$ cat src/rtl/sat_pkg.sv
package sat_pkg;

    parameter int SAT_DW = 32;
    localparam int SAT_CFG_W = 32;

    typedef enum logic [2:0] {
        ST_IDLE,
        ST_ARMED,
        ST_DELAY,
        ST_SHIFT,
        ST_GAP
    } sat_state_t;

    typedef struct packed {
        logic [2:0] len_a;
        logic [2:0] len_b;
        logic       two_words;
        logic       one_bit_delay;
        logic       ignore_fs;
    } sat_cfg_t;

    function automatic int word_bits(input logic [2:0] code);
        case (code)
            3'd0:    return 8;
            3'd1:    return 12;
            3'd2:    return 16;
            3'd3:    return 20;
            3'd4:    return 24;
            default: return 32;
        endcase
    endfunction

    function automatic sat_cfg_t decode_cfg(input logic [SAT_CFG_W-1:0] w);
        sat_cfg_t c;
        c.len_a         = w[7:5];
        c.len_b         = w[23:21];
        c.two_words     = |w[14:8];
        c.one_bit_delay = |w[17:16];
        c.ignore_fs     = w[18];
        return c;
    endfunction

endpackage

$ cat src/rtl/sat_edge.sv
module sat_edge (
    input  logic clk,
    input  logic rst_n,
    input  logic bclk,
    input  logic fsync,
    input  logic clk_pol,
    input  logic halt_in,
    input  logic free_run,
    output logic adv,
    output logic fs_edge
);

    logic bclk_q;
    logic fs_q;
    logic rise;
    logic fall;
    logic tick;
    logic frozen;

    assign rise    = bclk & ~bclk_q;
    assign fall    = ~bclk & bclk_q;
    assign tick    = clk_pol ? fall : rise;
    assign frozen  = halt_in & ~free_run;
    assign adv     = tick & ~frozen;
    assign fs_edge = fsync & ~fs_q;

    always_ff @(posedge clk or negedge rst_n) begin
        if (!rst_n) begin
            bclk_q <= 1'b0;
        end else begin
            bclk_q <= bclk;
        end
    end

    always_ff @(posedge clk or negedge rst_n) begin
        if (!rst_n) begin
            fs_q <= 1'b0;
        end else if (adv) begin
            fs_q <= fsync;
        end
    end

endmodule

$ cat src/rtl/sat_hold.sv
module sat_hold #(
    parameter int DW = 32
) (
    input  logic          clk,
    input  logic          rst_n,
    input  logic          wr_en,
    input  logic [DW-1:0] wr_data,
    input  logic          take,
    output logic [DW-1:0] word,
    output logic          full
);

    logic [DW-1:0] hold_q;
    logic [DW-1:0] last_q;
    logic          full_q;

    assign word = full_q ? hold_q : last_q;
    assign full = full_q;

    always_ff @(posedge clk or negedge rst_n) begin
        if (!rst_n) begin
            hold_q <= '0;
        end else if (wr_en) begin
            hold_q <= wr_data;
        end
    end

    always_ff @(posedge clk or negedge rst_n) begin
        if (!rst_n) begin
            full_q <= 1'b0;
        end else if (wr_en) begin
            full_q <= 1'b1;
        end else if (take) begin
            full_q <= 1'b0;
        end
    end

    always_ff @(posedge clk or negedge rst_n) begin
        if (!rst_n) begin
            last_q <= '0;
        end else if (take) begin
            last_q <= word;
        end
    end

endmodule

$ cat src/rtl/sat_fsm.sv
module sat_fsm
    import sat_pkg::*;
#(
    parameter int DW = 32,
    parameter int CW = $clog2(DW + 1)
) (
    input  logic          clk,
    input  logic          rst_n,
    input  logic          run,
    input  logic          adv,
    input  logic          fs_edge,
    input  sat_cfg_t      cfg,
    input  logic          hold_full,
    input  logic [DW-1:0] word,
    output logic          take,
    output logic          sdata,
    output logic          sync_err,
    output sat_state_t    state
);

    sat_state_t    state_q;
    sat_state_t    state_d;
    logic [DW-1:0] shreg_q;
    logic [CW-1:0] cnt_q;
    logic          slot_q;
    logic          sdata_q;
    logic          err_q;

    logic          in_frame;
    logic          waiting;
    logic          act;
    logic          accept;
    logic          load_a;
    logic          load_b;
    logic          step;
    logic          finish;
    logic          err_set;
    logic [CW-1:0] len_a;
    logic [CW-1:0] len_b;
    logic [CW-1:0] cur_len;
    logic [DW-1:0] aligned;

    assign len_a    = CW'(word_bits(cfg.len_a));
    assign len_b    = CW'(word_bits(cfg.len_b));
    assign in_frame = (state_q == ST_DELAY) || (state_q == ST_SHIFT);
    assign waiting  = (state_q == ST_ARMED) || (state_q == ST_GAP);
    assign act      = adv & run;
    assign accept   = act & fs_edge & (waiting | (in_frame & ~cfg.ignore_fs));
    assign load_a   = (accept & ~cfg.one_bit_delay)
                    | (act & (state_q == ST_DELAY) & ~accept);
    assign load_b   = act & (state_q == ST_SHIFT) & ~accept & (cnt_q == '0)
                    & ~slot_q & cfg.two_words;
    assign step     = act & (state_q == ST_SHIFT) & ~accept & (cnt_q != '0);
    assign finish   = act & (state_q == ST_SHIFT) & ~accept & (cnt_q == '0)
                    & ~load_b;
    assign err_set  = accept & (~hold_full | in_frame);
    assign take     = load_a | load_b;
    assign cur_len  = load_b ? len_b : len_a;
    assign aligned  = word << (CW'(DW) - cur_len);

    assign sdata    = sdata_q;
    assign sync_err = err_q;
    assign state    = state_q;

    // next-state selection
    always_comb begin
        state_d = state_q;
        unique case (state_q)
            ST_IDLE: begin
                state_d = ST_ARMED;
            end
            ST_ARMED, ST_GAP: begin
                if (accept) begin
                    state_d = cfg.one_bit_delay ? ST_DELAY : ST_SHIFT;
                end
            end
            ST_DELAY: begin
                if (accept && cfg.one_bit_delay) begin
                    state_d = ST_DELAY;
                end else if (load_a) begin
                    state_d = ST_SHIFT;
                end
            end
            ST_SHIFT: begin
                if (accept) begin
                    state_d = cfg.one_bit_delay ? ST_DELAY : ST_SHIFT;
                end else if (finish) begin
                    state_d = ST_GAP;
                end
            end
            default: begin
                state_d = ST_IDLE;
            end
        endcase
        if (!run) begin
            state_d = ST_IDLE;
        end
    end

    // state register
    always_ff @(posedge clk or negedge rst_n) begin
        if (!rst_n) begin
            state_q <= ST_IDLE;
        end else begin
            state_q <= state_d;
        end
    end

    // outputs and shift datapath
    always_ff @(posedge clk or negedge rst_n) begin
        if (!rst_n) begin
            shreg_q <= '0;
            cnt_q   <= '0;
            slot_q  <= 1'b0;
            sdata_q <= 1'b0;
            err_q   <= 1'b0;
        end else if (!run) begin
            shreg_q <= '0;
            cnt_q   <= '0;
            slot_q  <= 1'b0;
            sdata_q <= 1'b0;
            err_q   <= 1'b0;
        end else begin
            if (err_set) begin
                err_q <= 1'b1;
            end
            if (accept && cfg.one_bit_delay) begin
                sdata_q <= 1'b0;
                slot_q  <= 1'b0;
            end
            if (take) begin
                sdata_q <= aligned[DW-1];
                shreg_q <= aligned << 1;
                cnt_q   <= cur_len - CW'(1);
                slot_q  <= load_b;
            end
            if (step) begin
                sdata_q <= shreg_q[DW-1];
                shreg_q <= shreg_q << 1;
                cnt_q   <= cnt_q - CW'(1);
            end
            if (finish) begin
                sdata_q <= 1'b0;
            end
        end
    end

endmodule

$ cat src/rtl/audio_tx_shifter.sv
module audio_tx_shifter
    import sat_pkg::*;
#(
    parameter int DW = SAT_DW
) (
    input  logic          clk,
    input  logic          rst_n,
    input  logic          bclk,
    input  logic          fsync,
    input  logic [31:0]   tx_cfg,
    input  logic          tx_run,
    input  logic          clk_pol,
    input  logic          free_run,
    input  logic          halt_in,
    input  logic          wr_en,
    input  logic [DW-1:0] wr_data,
    output logic          sdata,
    output logic          req,
    output logic          sync_err
);

    localparam int CW = $clog2(DW + 1);

    sat_cfg_t      cfg;
    logic          adv;
    logic          fs_edge;
    logic          take;
    logic          hold_full;
    logic [DW-1:0] word;
    sat_state_t    fsm_state;
    logic          unused_sink;

    assign cfg         = decode_cfg(tx_cfg);
    assign req         = tx_run & ~hold_full;
    assign unused_sink = ^{tx_cfg[31:24], tx_cfg[20:19], tx_cfg[15],
                           tx_cfg[4:0], fsm_state};

    sat_edge u_edge (
        .clk      (clk),
        .rst_n    (rst_n),
        .bclk     (bclk),
        .fsync    (fsync),
        .clk_pol  (clk_pol),
        .halt_in  (halt_in),
        .free_run (free_run),
        .adv      (adv),
        .fs_edge  (fs_edge)
    );

    sat_hold #(.DW(DW)) u_hold (
        .clk     (clk),
        .rst_n   (rst_n),
        .wr_en   (wr_en),
        .wr_data (wr_data),
        .take    (take),
        .word    (word),
        .full    (hold_full)
    );

    sat_fsm #(.DW(DW), .CW(CW)) u_fsm (
        .clk       (clk),
        .rst_n     (rst_n),
        .run       (tx_run),
        .adv       (adv),
        .fs_edge   (fs_edge),
        .cfg       (cfg),
        .hold_full (hold_full),
        .word      (word),
        .take      (take),
        .sdata     (sdata),
        .sync_err  (sync_err),
        .state     (fsm_state)
    );

endmodule

$ cat config.mk
export PLATFORM = sky130hd
export DESIGN_NAME = audio_tx_shifter
export DESIGN_NICKNAME = d
export VERILOG_FILES = /design/src/rtl/sat_pkg.sv /design/src/rtl/sat_edge.sv /design/src/rtl/sat_hold.sv /design/src/rtl/sat_fsm.sv /design/src/rtl/audio_tx_shifter.sv
export SDC_FILE = /design/constraint.sdc
export NUM_CORES = 1
export LEC_CHECK = 0
export ABC_AREA = 0
export BUFFER_PORTS_ARGS = -buffer_cell sky130_fd_sc_hd__buf_2
export CAP_MARGIN = 5
export CELL_PAD_IN_SITES_DETAIL_PLACEMENT = 0
export CELL_PAD_IN_SITES_GLOBAL_PLACEMENT = 1
export CORE_MARGIN = 2
export CORE_UTILIZATION = 40
export CTS_BUF_LIST = sky130_fd_sc_hd__clkbuf_2
export CTS_CLUSTER_DIAMETER = 60
export DETAILED_ROUTE_END_ITERATION = 8
export PLACE_DENSITY = 0.81
export SLEW_MARGIN = 20
export SYNTH_ARGS = -nofsm -noshare
export SYNTH_HDL_FRONTEND = slang
export SYNTH_HIERARCHICAL = 1
export SYNTH_SLANG_ARGS = --single-unit
$ cat constraint.sdc
create_clock -name clk -period 9.8 [get_ports clk]
set_input_delay 1.47 -clock clk [delete_from_list [all_inputs] [get_ports clk]]
set_output_delay 1.47 -clock clk [all_outputs]
set_load 0.02 [all_outputs]
Word level (Yosys, flattened, before mapping)
Index checks and enable logic that the tools add are counted.
{"block": "word_totals", "register_bits": 111, "latchBits": 0, "mem_bits_rw": 0, "romBits": 0, "inputBits": 73, "output_inout_bits": 3, "mem_count": 0}
{"block": "op_classes", "add_sub_neg": 3, "multipliers": 0, "div": 0, "order_cmp": 0, "n_eq_ne": 19, "n_shift": 1, "mux": 30, "n_bitwise": 36, "n_reduce_logical": 13}
{"cell": "two-way mux 32 bit", "n": 4}
{"cell": "case mux 6 bit (5 select lines)", "n": 2}
{"cell": "<< shifter 32 x 6 -> 32 bit", "n": 1}
{"cell": "two-way mux 6 bit", "n": 4}
{"cell": "AND 1 bit", "n": 21}
{"cell": "equality test 3 x 2 -> 1 bit (second input constant)", "n": 6}
{"cell": "two-way mux 3 bit", "n": 6}
{"cell": "two-way mux 1 bit", "n": 13}
{"cell": "case mux 3 bit (4 select lines)", "n": 1}
{"cell": "subtractor 6 x 1 -> 6 bit (second input constant)", "n": 2}
{"cell": "inverter 1 bit", "n": 11}
{"cell": "equality test 3 x 1 -> 1 bit (second input constant)", "n": 3}
{"cell": "equality test 3 bit (second input constant)", "n": 3}
{"cell": "zero test 3 bit", "n": 3}
{"cell": "OR reduction 7 bit", "n": 1}
{"cell": "zero test 6 bit", "n": 1}
{"cell": "!= test 3 x 1 -> 1 bit (second input constant)", "n": 2}
{"cell": "nonzero test 6 bit", "n": 1}
{"cell": "subtractor 6 bit (first input constant)", "n": 1}
{"cell": "!= test 5 x 1 -> 1 bit (second input constant)", "n": 1}
{"cell": "!= test 4 x 2 -> 1 bit (second input constant)", "n": 1}
{"cell": "!= test 4 x 3 -> 1 bit (second input constant)", "n": 1}
{"cell": "OR 1 bit", "n": 4}
{"cell": "OR reduction 2 bit", "n": 2}
{"cell": "6 further kinds", "n": 7}

Depth between registers and ports, before layout
{"block": "depth", "word_depth": 19, "depth_mapped": 19}

Cells and area by module
Netlist, hierarchy kept.
{"mod": "sat_fsm", "n_inst": 1, "cells_per_inst": 366, "area_each_um2": 3419.5, "seq_area_each_um2": 1076.0}
{"mod": "sat_hold", "n_inst": 1, "cells_per_inst": 175, "area_each_um2": 2924.1, "seq_area_each_um2": 1626.6}
{"mod": "sat_edge", "n_inst": 1, "cells_per_inst": 8, "area_each_um2": 98.8, "seq_area_each_um2": 50.0}
{"mod": "audio_tx_shifter", "n_inst": 1, "cells_per_inst": 5, "area_each_um2": 27.5, "seq_area_each_um2": 0.0}

Least setup slack after synthesis
No wires, ideal clock.
{"block": "synth_timing", "path_type": "input-to-reg", "startpoint": "in clk_pol", "endpoint": "reg u_fsm.shreg_q[26]", "arrival_ns": 4.795, "slack_ns": 4.879, "path_stages": 18, "path_buffers": 5, "cell_sequence": "or3b_1 -> a21oi_2 -> and4b_1 -> buf_6 -> and3_1 -> buf_6 -> nand3_4 -> nand2_4 -> inv_2 -> buf_4 -> ha_1 -> or3_1 -> a211oi_1 -> or2_1 -> buf_4 -> nor2_1 -> buf_2 -> a221o_1"}
{"block": "synth_via", "elab_chain_len": 16, "elab_cells_between_ends": 24}
{"element": "start: declaration", "line": "audio_tx_shifter.sv:12", "source": "input logic clk_pol,"}
{"element": "two-way mux 1 bit (*)", "line": "sat_edge.sv:22", "source": "assign tick = clk_pol ? fall : rise;"}
{"element": "AND 1 bit (*)", "line": "sat_edge.sv:24", "source": "assign adv = tick & ~frozen;"}
{"element": "net adv", "line": "audio_tx_shifter.sv:25", "source": "logic adv;"}
{"element": "AND 1 bit (*)", "line": "sat_fsm.sv:47", "source": "assign act = adv & run;"}
{"element": "AND 1 bit (2 in series)", "line": "sat_fsm.sv:48", "source": "assign accept = act & fs_edge & (waiting | (in_frame & ~cfg.ignore_fs));"}
{"element": "inverter 1 bit", "line": "sat_fsm.sv:50, sat_fsm.sv:51, sat_fsm.sv:53"}
{"element": "AND 1 bit", "line": "sat_fsm.sv:51, sat_fsm.sv:53"}
{"element": "AND 1 bit", "line": "sat_fsm.sv:51", "source": "assign load_b = act & (state_q == ST_SHIFT) & ~accept & (cnt_q == '0)"}
{"element": "AND 1 bit (2 in series)", "line": "sat_fsm.sv:52", "source": "& ~slot_q & cfg.two_words;"}
{"element": "two-way mux 6 bit", "line": "sat_fsm.sv:58", "source": "assign cur_len = load_b ? len_b : len_a;"}
{"element": "subtractor 6 bit", "line": "sat_fsm.sv:59", "source": "assign aligned = word << (CW'(DW) - cur_len);"}
{"element": "<< shifter 32 x 6 -> 32 bit", "line": "sat_fsm.sv:59"}
{"element": "two-way mux 32 bit", "line": "sat_fsm.sv:131", "source": "if (take) begin"}
{"element": "two-way mux 32 bit", "line": "sat_fsm.sv:137", "source": "if (step) begin"}
{"element": "two-way mux 32 bit", "line": "sat_fsm.sv:117", "source": "end else if (!run) begin"}
{"element": "end signal: assignment", "line": "sat_fsm.sv:133", "source": "shreg_q <= aligned << 1;"}
{"element": "end signal: assignment", "line": "sat_fsm.sv:139", "source": "shreg_q <= shreg_q << 1;"}
{"element": "end: declaration", "line": "sat_fsm.sv:23", "source": "logic [DW-1:0] shreg_q;"}
Mark *: on every way through the listed nets, which the timed path passes. The rest lies on a longest branch. The select of a mux whose other input is x is not followed.
A chain may end at the register's enable or synchronous reset.

Final worst setup path
Same ends and word-level chain as after synthesis.

==> metrics.md <==
| Metric | Value |
|---|---|
| Cell with the most instances after synthesis | `dfrtp_1` |
| Top cell type's share of synthesized area | `42.54%` |
| Critical path arrival | `6.08 ns` |
| DR vias | `4,696` |
| Die area | `17,210 sq um` |
| DRC | `0` |
| Crit Path Max Fanout | `26` |
| WP depth | `14` |
| Grt ovf | `0` |
| FP Rows | `46` |
| Final core occ | `43.87%` |
| DR vias/cell | `5.783` |
| Fin crit share | `56.50%` |
| Core Footprint | `15,830 sq um` |
| Syn Std Cell Area | `6470 sq um` |
| Fin area | `6944 sq um` |
| First-pass GRT wire length | `25,700 um` |
| Period minus WS final | `5.537 ns` |
| Slew headroom | `30.55%` |
| Yosys warns | `6` |
| PortBufs | `59` |
| Fillers | `1,503` |
| Register bit count reported by yosys | `110` |
| Total GRT Usage | `18.51%` |
| Die W | `131.2 um` |
| Crit Reg-Reg Endpoint | `u_fsm/shreg_q[26]` |
| Peak Freq | `180.6 MHz` |
| Worst Hold Endpoint | `u_fsm/shreg_q[16]` |
| Net count, final | `665` |
| Top FF cell, synth | `dfrtp_1` |
| Register-to-Register Path Depth | `13` |
| Max-Cap Viols | `0` |
| Clk buf depth | `2` |
| Routed len/inst | `18.88 um` |
| Crit path max-delay cell type | `or2_1` |
| Reg2reg start | `u_edge/bclk_q` |
| Max Slew Vio Count | `0` |
| Register area share after synthesis | `42.54%` |
| Drt total wl | `15,330 um` |
| Initial Util | `40.88%` |
| Hold Crit Class | `flop to flop` |
| Fin Clk Skew | `0.03164 ns` |
| Final hold slack | `0.5054 ns` |
| Synth area leaders | `dfrtp_1, mux2_2, mux2_4` |
| Lkg Pwr | `3.099 nW` |
| Syn nets | `629` |
| CP endpoint kind | `flop` |
| Top cells by count, synth | `dfrtp_1, mux2_2, nand2_1` |
| DR iter-0 viols | `377` |
| Cts repair resizes | `0` |
| Mean Syn Cell Area | `11.68 sq um` |
| Vias in the first global route | `4,892` |
| Post-route insts no fill | `812` |
| RSZ-0062 raised after global routing | `no` |
| Slack of the worst reg-to-reg path | `4.73 ns` |
| Postcts setup bufs | `0` |
| HP Start | `u_fsm/shreg_q[15]` |
| Cts hold-fix bufs | `0` |
| WHS Path Cells | `2` |
| Clk pin slew, worst setup/hold paths | `0.28 ns` |
| CP max stage delay | `0.47 ns` |
| GPL Wtd Cong | `0.8924` |
| Critical path's top delay family | `simple AND/OR/NAND/NOR gates` |
| CTS tree | `yes` |
| Clk sinks | `110` |
| Peak supply drop | `89.80 uV` |
| Ports | `76` |
| Setup CP Type | `primary input to flop` |
| Area leader, netlist | `dfrtp_1` |
| Power Dens Cells | `152.1 nW/um^2` |
| EDFF count, synth | `0` |
| Startpoint types | `primary input` |
| Area Overhead vs Synth | `7.329%` |
| Critical path, cell by cell | `buf_2 > or3b_1 > a21oi_2 > and4b_1 > and3_1 > nand3_4 > nand2_4 > inv_2 > ha_1 > or3_1 > a211oi_1 > or2_1 > nor2_1 > a221o_1` |
| Syn Inst Count | `554` |
| Final setup viols | `0` |
| Initial antenna violation count | `1` |
| Hpwl dp | `10,850 um` |
| Num CTS Buffers | `9` |
| Root buf cell | `clkbuf_2` |
| Post-Place Cell Area | `6820 sq um` |
| Post-synthesis cell type count | `73` |
| Die height | `131.2 um` |
| Largest net degree at the start of global routing | `59` |
| Drt pass-1 iters | `5` |
| Worst-margin pin slew | `1.042 ns` |
| TNS Setup | `0 ns` |
| Crit path buf inv count | `2` |
| WP data required | `10.34 ns` |
| Ys async rst share | `100.0%` |
| Status | `complete, no violations` |
| Fin. Hold Viols | `0` |
| Share of layout cells above drive strength 1 | `35.63%` |
| Antenna-violating nets left | `0` |
| Clock latency at the later pin of the worst-skew pair | `0.62 ns` |
| Placed cells | `795` |
| CTS HTree Levels | `3` |
[worst register-to-register path: cells and delay by family, from the launching register on]
| kind | cells | cell delay, ns |
|---|---|---|
| buffers and inverters | 1 | 0.27 |
| adders and majority gates | 1 | 0.31 |
| DFF | 1 | 0.46 |
| AOI/OAI and AO/OA | 3 | 1.01 |
| and+or+nand+nor | 8 | 2.94 |
[area by class of cell]
cell class,count,area (sq um),area share [%]
multi-input combinational,398,3443,49.59
sequential,110,2753,39.64
timing repair buffer,62,320.3,4.613
tap,216,270.3,3.892
clock inverter,6,71.32,1.027
clock buffer,10,50.05,0.7207
inverter,9,33.78,0.4865
antenna,1,2.502,0.03604
[stage by stage]
stage | total power, mW | setup WS (ns)
6_report | 1.056 | 4.263
5_1_grt | 1.116 | 4.016
4_1_cts | 1.069 | 4.324
3_5_place_dp | 0.8465 | 3.631
3_3_place_gp | 0.8326 | 3.718
2_1_floorplan | 0.7719 | 4.879
[power breakdown]
part	internal [mW]	total [mW]	switching, mW
clock	0.0617	0.217	0.155
sequential	0.529	0.577	0.0479
combinational	0.149	0.262	0.113
[flip-flops by register name, indices dropped and copies added (netlist names)]
register	flops
u_fsm/sync_err	1
u_fsm/state	3
u_edge/bclk_q	1
u_fsm/cnt_q	6
u_hold/full	1
u_fsm/shreg_q	31
u_edge/fs_q	1
u_hold/last_q	32
u_hold/hold_q	32
u_fsm/slot_q	1
u_fsm/sdata	1
[routing by layer]
metal | track usage [%] | part of all wire, % | wire length [um]
met1 | 24.65 | 43 | 6554
met2 | 30.76 | 49 | 7535
met3 | 2.160 | 5.6 | 852
met4 | 7.729 | 2.5 | 390
met5 | 0 | 0 | 0
[layout by cell type (no fill, tap or decap), drive strengths merged, types with 5 or more instances in the layout]
master and count:
mux2 102, o21ai 19, nand3 13, clkbuf 10
a21oi 15, a211oi 5, mux4 14, nand2 60
a22o 11, inv 10, o211ai 5, dfrtp 110
buf 62, nand4 6, a31oi 9, nor2b 8
and3 7, nor2 23, a22oi 16, mux2i 14
[worst max-delay path by stage]
stage,from,end,slack (ns)
2_1_floorplan,clk_pol,u_fsm/shreg_q[26],4.88
3_3_place_gp,clk_pol,u_fsm/shreg_q[27],3.72
3_5_place_dp,clk_pol,u_fsm/shreg_q[27],3.63
4_1_cts,clk_pol,u_fsm/shreg_q[26],4.32
5_1_grt,bclk,u_fsm/shreg_q[26],4.02
6_report,clk_pol,u_fsm/shreg_q[26],4.26
[cell families after synthesis]
kind of cell | synth area share [%]
buffers and inverters | 4.293
AND/OR/NAND/NOR | 11.70
multiplexers | 26.82
adder cells (fa/ha/maj) | 0.3867
flip-flops | 42.54
AO/OA/AOI/OAI | 13.71
XOR/XNOR | 0.5416
Note: power is estimated with default switching activity, not from simulation.
